--- config.mk ---
export PLATFORM = sky130hd
export DESIGN_NAME = sccc_hybrid_enc
export DESIGN_NICKNAME = d
export VERILOG_FILES = /design/src/rtl/sccc_pkg.sv /design/src/rtl/sccc_rsc_enc.sv /design/src/rtl/sccc_perm_addr.sv /design/src/rtl/sccc_frame_buf.sv /design/src/rtl/sccc_hybrid_enc.sv
export SDC_FILE = /design/constraint.sdc
export NUM_CORES = 1
export LEC_CHECK = 0
export BUFFER_PORTS_ARGS = -buffer_cell sky130_fd_sc_hd__clkbuf_2
export CORE_ASPECT_RATIO = 1.75
export CORE_MARGIN = 5
export CORE_UTILIZATION = 45
export CTS_CLUSTER_SIZE = 8
export DETAILED_ROUTE_END_ITERATION = 10
export GPL_ROUTABILITY_DRIVEN = 0
export GPL_TIMING_DRIVEN = 0
export PLACE_DENSITY_LB_ADDON = 0.12
export SETUP_SLACK_MARGIN = 0.4
export SYNTH_ARGS = -nofsm -noshare
export SYNTH_HDL_FRONTEND = slang
export SYNTH_SLANG_ARGS = --single-unit
--- constraint.sdc ---
create_clock -name clk -period 2.2 [get_ports clk]
set_input_delay 0.22 -clock clk [delete_from_list [all_inputs] [get_ports clk]]
set_output_delay 0.22 -clock clk [all_outputs]
set_load 0.01 [all_outputs]
--- src/rtl/sccc_pkg.sv ---
// Shared constants and types for the serial concatenated encoder.
// Polynomial bit k is the coefficient of D^k.
package sccc_pkg;
    localparam int unsigned MEM_K = 4;
    localparam logic [MEM_K:0] FB_POLY = 5'o23;
    localparam logic [MEM_K:0] FF_POLY = 5'o35;

    typedef enum logic [1:0] {
        FLD_SYS_SYS = 2'b00,
        FLD_PAR_SYS = 2'b01,
        FLD_SYS_PAR = 2'b10,
        FLD_PAR_PAR = 2'b11
    } field_e;

    typedef enum logic {
        PH_LOAD  = 1'b0,
        PH_DRAIN = 1'b1
    } phase_e;
endpackage

--- src/rtl/sccc_rsc_enc.sv ---
// Recursive systematic convolutional encoder with one bit per step.
// par_o is combinational from the current state and din. The state
// advances on step. clear returns the state to zero and wins over step.
// Assumes FB[0] is 1; that bit is implied and not used.
module sccc_rsc_enc
    import sccc_pkg::*;
#(
    parameter int unsigned K = MEM_K,
    parameter logic [K:0]  FB = FB_POLY,
    parameter logic [K:0]  FF = FF_POLY
) (
    input  logic clk,
    input  logic rst_n,
    input  logic clear,
    input  logic step,
    input  logic din,
    output logic par_o
);
    logic [K:1] st_q;
    logic       w;

    // Feedback bit and parity from the state taps.
    always_comb begin
        w     = din ^ (^(st_q & FB[K:1]));
        par_o = (FF[0] & w) ^ (^(st_q & FF[K:1]));
    end

    // Shift register: s1 takes w, sk takes s(k-1).
    always_ff @(posedge clk) begin
        if (!rst_n || clear) st_q <= '0;
        else if (step)       st_q <= {st_q[K-1:1], w};
    end
endmodule

--- src/rtl/sccc_perm_addr.sv ---
// Address walker for the affine permutation (MUL*j + OFS) mod N.
// It adds MUL mod N on each advance, so it needs no multiplier.
// restart sets the address back to OFS mod N.
// Assumes N >= 2 and MUL coprime to N.
module sccc_perm_addr #(
    parameter int unsigned N   = 16,
    parameter int unsigned MUL = 5,
    parameter int unsigned OFS = 3
) (
    input  logic                 clk,
    input  logic                 rst_n,
    input  logic                 restart,
    input  logic                 advance,
    output logic [$clog2(N)-1:0] addr_o
);
    localparam int unsigned AW = $clog2(N);
    localparam logic [AW:0] N_W   = (AW+1)'(N);
    localparam logic [AW:0] MUL_W = (AW+1)'(MUL % N);
    localparam logic [AW:0] OFS_W = (AW+1)'(OFS % N);

    logic [AW-1:0] addr_q;
    logic [AW:0]   sum, nxt;

    // Modular add with a single conditional subtraction.
    always_comb begin
        sum = {1'b0, addr_q} + MUL_W;
        nxt = (sum >= N_W) ? sum - N_W : sum;
    end

    // Address register.
    always_ff @(posedge clk) begin
        if (!rst_n || restart) addr_q <= OFS_W[AW-1:0];
        else if (advance)      addr_q <= nxt[AW-1:0];
    end

    assign addr_o = addr_q;
endmodule

--- src/rtl/sccc_frame_buf.sv ---
// Two N-entry bit memories: one for the outer systematic bits and one for
// the outer parity bits. Both share one write port. Each has its own
// asynchronous read port. No reset, because every entry is written
// before it is read.
module sccc_frame_buf #(
    parameter int unsigned N = 16
) (
    input  logic                 clk,
    input  logic                 we,
    input  logic [$clog2(N)-1:0] waddr,
    input  logic                 wsys,
    input  logic                 wpar,
    input  logic [$clog2(N)-1:0] raddr_sys,
    input  logic [$clog2(N)-1:0] raddr_par,
    output logic                 rsys,
    output logic                 rpar
);
    logic [N-1:0] sys_mem;
    logic [N-1:0] par_mem;

    // Write the outer encoder outputs at the input index.
    always_ff @(posedge clk) begin
        if (we) begin
            sys_mem[waddr] <= wsys;
            par_mem[waddr] <= wpar;
        end
    end

    assign rsys = sys_mem[raddr_sys];
    assign rpar = par_mem[raddr_par];
endmodule

--- src/rtl/sccc_hybrid_enc.sv ---
// Frame-based rate-1/4 serial concatenated encoder.
// LOAD phase: accepts N bits, runs the outer encoder and buffers its
// systematic and parity outputs.
// DRAIN phase: emits 2N beats. The systematic half is read through one
// affine permutation, then the parity half through another. Each bit
// feeds the inner encoder, and each beat is tagged with its field codes.
// Outputs are combinational from registered state, so a stalled beat
// holds by itself.
module sccc_hybrid_enc
    import sccc_pkg::*;
#(
    parameter int unsigned N       = 16,
    parameter int unsigned SYS_MUL = 5,
    parameter int unsigned SYS_OFS = 3,
    parameter int unsigned PAR_MUL = 7,
    parameter int unsigned PAR_OFS = 1
) (
    input  logic       clk,
    input  logic       rst_n,
    input  logic       in_valid,
    output logic       in_ready,
    input  logic       in_bit,
    output logic       out_valid,
    input  logic       out_ready,
    output logic       out_sys,
    output logic       out_par,
    output logic [1:0] out_sys_field,
    output logic [1:0] out_par_field,
    output logic       out_last
);
    localparam int unsigned AW = $clog2(N);
    localparam logic [AW-1:0] WR_LAST = AW'(N - 1);
    localparam logic [AW:0]   RD_HALF = (AW+1)'(N);
    localparam logic [AW:0]   RD_LAST = (AW+1)'(2*N - 1);

    phase_e        phase_q;
    logic [AW-1:0] wr_idx_q;
    logic [AW:0]   rd_idx_q;
    logic          in_fire, out_fire, load_done, drain_done, second_half;
    logic          outer_par, inner_din;
    logic [AW-1:0] sys_addr, par_addr;
    logic          rd_sys, rd_par;

    // Handshake and phase-boundary decode.
    always_comb begin
        in_ready    = (phase_q == PH_LOAD);
        out_valid   = (phase_q == PH_DRAIN);
        in_fire     = in_valid && in_ready;
        out_fire    = out_valid && out_ready;
        load_done   = in_fire && (wr_idx_q == WR_LAST);
        drain_done  = out_fire && (rd_idx_q == RD_LAST);
        second_half = (rd_idx_q >= RD_HALF);
    end

    // Phase register: LOAD -> DRAIN after N inputs, back after 2N outputs.
    always_ff @(posedge clk) begin
        if (!rst_n)          phase_q <= PH_LOAD;
        else if (load_done)  phase_q <= PH_DRAIN;
        else if (drain_done) phase_q <= PH_LOAD;
    end

    // Write index over the input frame.
    always_ff @(posedge clk) begin
        if (!rst_n)       wr_idx_q <= '0;
        else if (in_fire) wr_idx_q <= load_done ? '0 : wr_idx_q + 1'b1;
    end

    // Read index over the 2N-beat output frame.
    always_ff @(posedge clk) begin
        if (!rst_n)        rd_idx_q <= '0;
        else if (out_fire) rd_idx_q <= drain_done ? '0 : rd_idx_q + 1'b1;
    end

    sccc_rsc_enc u_outer (
        .clk   (clk),
        .rst_n (rst_n),
        .clear (drain_done),
        .step  (in_fire),
        .din   (in_bit),
        .par_o (outer_par)
    );

    sccc_frame_buf #(.N(N)) u_buf (
        .clk       (clk),
        .we        (in_fire),
        .waddr     (wr_idx_q),
        .wsys      (in_bit),
        .wpar      (outer_par),
        .raddr_sys (sys_addr),
        .raddr_par (par_addr),
        .rsys      (rd_sys),
        .rpar      (rd_par)
    );

    sccc_perm_addr #(.N(N), .MUL(SYS_MUL), .OFS(SYS_OFS)) u_perm_sys (
        .clk     (clk),
        .rst_n   (rst_n),
        .restart (load_done),
        .advance (out_fire && !second_half),
        .addr_o  (sys_addr)
    );

    sccc_perm_addr #(.N(N), .MUL(PAR_MUL), .OFS(PAR_OFS)) u_perm_par (
        .clk     (clk),
        .rst_n   (rst_n),
        .restart (load_done),
        .advance (out_fire && second_half),
        .addr_o  (par_addr)
    );

    assign inner_din = second_half ? rd_par : rd_sys;

    sccc_rsc_enc u_inner (
        .clk   (clk),
        .rst_n (rst_n),
        .clear (load_done),
        .step  (out_fire),
        .din   (inner_din),
        .par_o (out_par)
    );

    // Output bit and field codes for the current beat.
    always_comb begin
        out_sys       = inner_din;
        out_sys_field = second_half ? FLD_PAR_SYS : FLD_SYS_SYS;
        out_par_field = second_half ? FLD_PAR_PAR : FLD_SYS_PAR;
        out_last      = (rd_idx_q == RD_LAST);
    end
endmodule

==> flow_summary.json, run 1 <==
{
  "ys_seq_area_share_pct": 56.0,
  "finClkSkew_ps": 5.89,
  "clock_tree.root_cell": "sky130_fd_sc_hd__clkbuf_8",
  "fin_util_pct": 52.2,
  "failed_checks": "negative setup slack",
  "first_pass_grt_wire_length_um": 8620,
  "portion_of_netlist_area_occupied_by_mux_cells_pct": 9.08,
  "synth_seq_cells": 58,
  "dieArea_um2": 7570,
  "floorplan.rows": 37,
  "post_detailed_route_wirelength_per_cell_um": 14.7,
  "synthesis.yosys.warnings": 0,
  "avgViaCountPerCell": 4.79,
  "worst_slew_margin_rel_pct": 56.3,
  "fin_crit_sh_pct": 108,
  "flow.area_growth_from_synthesis_pct": 14.1,
  "cts.reportedPaths.clkPinSlew_ps": 60,
  "grt-ovfl-total": 0,
  "initial_antenna_violation_count": 0,
  "antenna-diode-count": 0,
  "timing_max_transition_violations_final": 0,
  "drc": 0,
  "r2r-start": "u_perm_sys.addr_o[0]$_SDFFE_PP1P_",
  "initial_core_util_pct": 45.7,
  "ir_worst_vdd_uv": 491,
  "grt_setup_unrepaired": "yes",
  "synth-simple-area-share_pct": 15.0,
  "detailroute.via_count": 1657,
  "cts_hold_repair.buffers": 0,
  "tritoncts": "built",
  "hold_viol_final": 0,
  "critical_path_peak_fanout": 6,
  "final_cell_count_no_fill": 346,
  "timing_worst_setup_path_type": "flop to output port",
  "die_h_um": 111,
  "total_leakage_power_nw": 1.11,
  "synth_edf_count": 32,
  "netlist-cell-type-count": 38,
  "worstMarginPinSlew_ps": 652,
  "syn_area_per_cell_um2": 11.2,
  "min_period_ps": 2380,
  "grt_start_max_net_pins": 19,
  "startpoint_type": "flop",
  "h-tree-depth": 3,
  "layout.cell_area.non_filler_um2": 3020,
  "min_delay_path_depth": 2,
  "grt_util_all_layers_pct": 15.9,
  "floorplan.io_pins": 14,
  "number_of_filler_cells_placed_in_the_layout": 544,
  "post_route_cells_drive_above_1_share_pct": 19.8,
  "synthesis.nets": 250,
  "core_area_um2": 5790,
  "timing.critical_path.required_ps": 1980,
  "drt-total-wl_um": 5080,
  "status": "finished, violations left",
  "floorplan.die.width_um": 68.0,
  "holdCritPathClass": "input pin to flop",
  "critPathCaptureType": "output port",
  "postSynthCellCount": 236,
  "hold_end": "wr_idx_q[2]$_SDFFE_PN0P_",
  "crit_start": "u_perm_sys.addr_o[0]$_SDFFE_PP1P_",
  "critical_path.cell_chain": "buf_6 -> mux4_2 -> mux2_4 -> nand3_2 -> nand4_4 -> xnor2_2 -> buf_2",
  "place.detailed.instances": 325,
  "worst-r2r-cell-count": 9,
  "worstReg2RegEnd": "u_inner.st_q[1]$_SDFFE_PP0P_",
  "synth_compound_area_share_pct": 4.26,
  "drtAntennaViolNets": 0,
  "dominantRegCellSynth": "sky130_fd_sc_hd__edfxtp_1",
  "pre_cts_ws_ps": 115,
  "synthXorXnorAreaFrac_pct": 6.62,
  "first_pass_iters": 4,
  "setup_violations": 3,
  "max_clock_freq_mhz": 419,
  "first_global_vias": 1751,
  "placed_area_um2": 2800,
  "cts_buffer_depth": 2,
  "cts_made_buffers": 9,
  "power_density_over_the_cells_nw_per_um2": 703,
  "crit_arrival_ps": 2160,
  "drv.max_cap_violation_count": 0,
  "crit_path_top_delay_cell": "sky130_fd_sc_hd__mux4_2",
  "min_from": "rst_n",
  "drt-initial-drc-count": 86,
  "async_flop_share_pct": 0,
  "cts_num_sinks": 58,
  "placement.io_buffers": 11,
  "dpl.hpwl_um": 3670,
  "postLayoutSetupSlackWorst_ps": -184,
  "largest_family_of_logic_cells_by_synthesized_area": "simple AND/OR/NAND/NOR gates",
  "syn-cell-area_um2": 2650,
  "clock_insertion_delay_worst_skew_ps": 330,
  "synth_fa_ha_area_share_pct": 4.26,
  "worst_path_largest_cell_delay_ps": 530,
  "finish.net_count": 277,
  "setup_slack_reg_to_reg_ps": -50,
  "totalPowerFinal_w": 0.00212
}
-- placed cells by master (no fill, tap or decap), types with 3 or more instances in the layout --
| master | n |
|---|---|
| sky130_fd_sc_hd__nand3_1 | 4 |
| sky130_fd_sc_hd__clkbuf_8 | 10 |
| sky130_fd_sc_hd__nor2b_1 | 5 |
| sky130_fd_sc_hd__dfxtp_1 | 25 |
| sky130_fd_sc_hd__clkbuf_1 | 6 |
| sky130_fd_sc_hd__a21oi_1 | 7 |
| sky130_fd_sc_hd__mux2i_1 | 15 |
| sky130_fd_sc_hd__xor2_1 | 9 |
| sky130_fd_sc_hd__inv_1 | 7 |
| sky130_fd_sc_hd__xnor2_1 | 9 |
| sky130_fd_sc_hd__buf_4 | 10 |
| sky130_fd_sc_hd__clkinv_2 | 5 |
| sky130_fd_sc_hd__nor3_1 | 6 |
| sky130_fd_sc_hd__ha_1 | 9 |
| sky130_fd_sc_hd__nand2_1 | 28 |
| sky130_fd_sc_hd__buf_2 | 3 |
| sky130_fd_sc_hd__clkbuf_2 | 12 |
| sky130_fd_sc_hd__edfxtp_1 | 32 |
| sky130_fd_sc_hd__nor2_1 | 31 |
| sky130_fd_sc_hd__mux4_2 | 3 |
-- where the power goes --
part	total (W)	leakage (nW)	internal (W)	switching (W)
sequential	0.00118	0.499	0.00117	0.00000994
combinational	0.0000972	0.520	0.0000326	0.0000646
clock	0.000843	0.0916	0.000428	0.000415
-- through the flow --
step	hold WS (ps)	TNS (ps)
after global routing	207	-668
after global placement	464	0
final	213	-398
after detailed placement	477	0
after floorplan	319	0
after CTS	204	-386
-- sequential cells by signal, indices dropped and copies added, names as in the netlist --
register,cells
u_buf.par_mem,16
u_buf.sys_mem,16
rd_idx_q,5
u_inner.st_q,4
u_outer.st_q,4
u_perm_par.addr_o,4
u_perm_sys.addr_o,4
wr_idx_q,4
out_valid,1
-- synth_stat cells (all sizes together) (2+ instances only) --
library cell	n	area [um2]
edfxtp	32	961
nor2	31	116
nand2	28	105
dfxtp	26	521
mux2i	15	150
xnor2	11	96.3
ha	9	113
xor2	9	78.8
buf	8	57.6
clkbuf	8	30.0
inv	8	30.0
a21oi	7	35.0
nor3	6	30.0
nand3	5	30.0
nor2b	5	31.3
mux4	3	78.8
nand4	3	33.8
o21ai	3	15.0
a22oi	2	15.0
a311oi	2	17.5
and2	2	12.5
and3	2	12.5
conb	2	7.51
nand2b	2	12.5
-- cell type report --
| cell class | count | area (um2) | share of cell area (%) |
|---|---|---|---|
| well taps | 78 | 97.6 | 3.23 |
| multi-input cells | 154 | 1050 | 34.9 |
| flip-flops and latches | 58 | 1480 | 49.1 |
| inverters | 8 | 30.0 | 0.995 |
| repair buffers | 16 | 92.6 | 3.07 |
| clock inverters | 6 | 32.5 | 1.08 |
| plain buffers | 16 | 91.3 | 3.03 |
| clock buffers | 10 | 138 | 4.56 |
-- critical path, delay by kind of cell (launching register included) --
family,cells,cell delay (ps)
xor+xnor,1,170
buf+inv,2,270
flops,1,330
mux,2,820
simple gates,2,230
-- cells by family after synthesis --
family	Yosys count
AOI/OAI and AO/OA	18
muxes	19
other	2
xor gates and xnor gates	20
DFF	58
and+or+nand+nor	86
buffers and inverters	24
adders and majority gates	9
-- routing by layer --
metal	up-vias	GRT usage (%)	part of all wire, %
li1	850	-	-
met1	772	17.8	39
met2	25	26.0	55
met3	10	4.44	2.8
met4	0	9.03	2.9
met5	-	0	0
-- what timing repair did --
item                                    in CTS  in global routing
endpoints found under the setup margin      38                  7
buffers inserted                             3                  2
gates cloned                                 0                  0
resized for setup                            4                  3
pin swaps                                    3                  1
-- worst max-delay path by stage --
stage | end | slack [ps]
2_1_floorplan | u_inner.st_q[1]$_SDFFE_PP0P_ | 360
3_3_place_gp | out_par | 150
3_5_place_dp | u_buf.par_mem[12]$_DFFE_PP_ | 120
4_1_cts | out_par | -190
5_1_grt | out_par | -300
6_report | out_par | -180
No activity file was read; power rests on OpenSTA's default activity.
==> run 2: changes to the inputs <==
Settings changed: ABC_AREA from default to 1.
==> run 2 against run 1 <==
The run now ends clean. Clock skew is essentially flat. First-iteration DRC count shrank 36%. Critical path type unchanged. Cell count grew 22%. Clock power grew 5.0%. Routed wire length grew 13%. Synthesized area grew 4.6%. Via count grew 23%.
==> flow_summary.json, run 2 <==
{
  "status": "finished, final reports clean",
  "drv.max_cap_violation_count": 0,
  "post_route_cells_drive_above_1_share_pct": 17.2,
  "ir_worst_vdd_uv": 462,
  "dieArea_um2": 7880,
  "synth.top_cell.area_share_pct": 34.7,
  "timing_max_transition_violations_final": 0,
  "grt-ovfl-total": 0,
  "placement.io_buffers": 11,
  "setup_violations": 0,
  "first_pass_grt_wire_length_um": 9720,
  "drc": 0,
  "critical_path_peak_fanout": 5,
  "floorplan.io_pins": 14,
  "postLayoutSetupSlackWorst_ps": 243,
  "mostFrequentLayoutCells": "sky130_fd_sc_hd__nand2_1, sky130_fd_sc_hd__inv_1, sky130_fd_sc_hd__edfxtp_1, sky130_fd_sc_hd__nand3_1, sky130_fd_sc_hd__nor2_1",
  "finish.net_count": 352,
  "flow.area_growth_from_synthesis_pct": 13.6,
  "synth_edf_count": 32,
  "async_flop_share_pct": 0,
  "ys_seq_area_share_pct": 53.6,
  "most_instantiated_library_cell_after_synthesis": "sky130_fd_sc_hd__nand2_1",
  "pre_cts_ws_ps": 166,
  "avgViaCountPerCell": 4.84,
  "postSynthCellCount": 314,
  "cts_buffer_depth": 2,
  "synth_area_leaders": "sky130_fd_sc_hd__edfxtp_1, sky130_fd_sc_hd__dfxtp_1, sky130_fd_sc_hd__nand2_1, sky130_fd_sc_hd__inv_1, sky130_fd_sc_hd__nand3_1",
  "initial_antenna_violation_count": 0,
  "clock_insertion_delay_worst_skew_ps": 340,
  "netlist-cell-type-count": 30,
  "placed_area_um2": 2920,
  "cts_hold_repair.buffers": 0,
  "antenna-diode-count": 0,
  "synth_largest_area_cell": "sky130_fd_sc_hd__edfxtp_1",
  "hold_viol_final": 0,
  "critPathCaptureType": "output port",
  "top_regs": "u_buf.par_mem: 16 flops, u_buf.sys_mem: 16 flops, rd_idx_q: 5 flops",
  "timing_worst_setup_path_type": "flop to output port",
  "max_clock_freq_mhz": 511,
  "syn-cell-area_um2": 2770,
  "cts_made_buffers": 9,
  "layout.cell_area.non_filler_um2": 3140,
  "first_global_vias": 2081,
  "grt_start_max_net_pins": 18,
  "core_area_um2": 5930,
  "crit_arrival_ps": 1740,
  "grt_setup_unrepaired": "yes",
  "initial_core_util_pct": 46.7,
  "power_density_over_the_cells_nw_per_um2": 687,
  "floorplan.rows": 37,
  "drt-total-wl_um": 5760,
  "floorplan.die.width_um": 69.3,
  "total_leakage_power_nw": 1.34,
  "dpl.hpwl_um": 4290,
  "commonest_cells_in_the_netlist": "sky130_fd_sc_hd__nand2_1, sky130_fd_sc_hd__inv_1, sky130_fd_sc_hd__edfxtp_1",
  "holdCritPathClass": "input pin to flop",
  "tritoncts": "built",
  "totalPowerFinal_w": 0.00216,
  "cts_num_sinks": 58,
  "final_common_cell": "sky130_fd_sc_hd__nand2_1",
  "synth_seq_cells": 58,
  "worstMarginPinSlew_ps": 675,
  "drt-initial-drc-count": 55,
  "multi_input_comb_area_um2": 1040,
  "die_h_um": 114,
  "setup-tns-final_ps": 0,
  "cts.reportedPaths.clkPinSlew_ps": 70,
  "synthesis.yosys.warnings": 0,
  "min_period_ps": 1960,
  "sequential_cell_area_um2": 1490,
  "timing.hold.ws_ps": 212,
  "dominantRegCellSynth": "sky130_fd_sc_hd__edfxtp_1",
  "post_detailed_route_wirelength_per_cell_um": 13.7,
  "startpoint_type": "flop",
  "detailroute.via_count": 2036,
  "finClkSkew_ps": 6.08,
  "drtAntennaViolNets": 0,
  "first_pass_iters": 4,
  "clock_tree.root_cell": "sky130_fd_sc_hd__clkbuf_8",
  "number_of_filler_cells_placed_in_the_layout": 620,
  "worst_slew_margin_rel_pct": 54.8,
  "grt_util_all_layers_pct": 16.3,
  "timing.critical_path.required_ps": 1980,
  "h-tree-depth": 3,
  "fin_crit_sh_pct": 88.9,
  "synthesis.nets": 328,
  "syn_area_per_cell_um2": 8.81
}
[run 2: area by class of cell]
type,instances,area share (%)
repair buffers,13,2.23
well taps,78,3.11
clock inverters,6,1.31
inverters,53,6.41
flip-flops and latches,58,47.4
plain buffers,8,1.91
clock buffers,10,4.38
multi-input cells,195,33.2
[run 2: routing by layer]
metal | wire length (um) | track usage, %
met4 | 99 | 8.21
met3 | 107 | 4.32
met2 | 3240 | 31.3
met5 | 0 | 0
met1 | 2320 | 15.7
[run 2: cell families (layout without fill, tap and decap cells)]
logic type,count (synthesis),after routing,synth area share [%]
adder cells (fa/ha/maj),9,9,4.07
XOR/XNOR,9,9,2.85
buffers and inverters,61,90,9.32
flip-flops,58,58,53.6
AO/OA/AOI/OAI,30,30,5.97
AND/OR/NAND/NOR,145,145,24.0
other,2,2,0.271
[run 2: critical path: stages (launching register included)]
cell and delay [ps]:
sky130_fd_sc_hd__dfxtp_4 360, sky130_fd_sc_hd__buf_6 130, sky130_fd_sc_hd__or2_1 220, sky130_fd_sc_hd__nand3_2 70, sky130_fd_sc_hd__nand3_2 70, sky130_fd_sc_hd__nand3_2 90, sky130_fd_sc_hd__nand3_2 80, sky130_fd_sc_hd__nand2_2 100
sky130_fd_sc_hd__xor2_1 130, sky130_fd_sc_hd__buf_2 140
[run 2: worst paths after layout]
path | endpoint | slack [ps] | from | depth (start not counted)
max reg2reg | u_perm_sys.addr_o[2]$_SDFFE_PP0P_ | 630 | out_valid$_SDFFE_PN0P_ | 10
min reg2reg | rd_idx_q[2]$_SDFFE_PN0P_ | 470 | rd_idx_q[2]$_SDFFE_PN0P_ | 1
min | out_valid$_SDFFE_PN0P_ | 210 | rst_n | 3
max | out_par | 240 | u_perm_par.addr_o[0]$_SDFFE_PP1P_ | 9
[run 2: what timing repair did]
action	in CTS	in global routing
gates resized for setup	9	3
pin swaps	4	0
endpoints found under the setup margin	18	2
setup buffers	1	0
cloned	1	0
[run 2: power by group]
group	total [W]	leakage [nW]	switching, W	internal [W]
clock	0.000885	0.0847	0.000447	0.000438
combinational	0.0000968	0.756	0.0000683	0.0000285
sequential	0.00118	0.500	0.00000874	0.00117
total	0.00216	1.34	0.000524	0.00164
[run 2: through the flow]
stage	cells	utilization (%)
detailed placement	403	49.3
CTS	421	52.9
global placement	403	49.3
finish	421	53.0
floorplan	314	-
global route	421	53.0
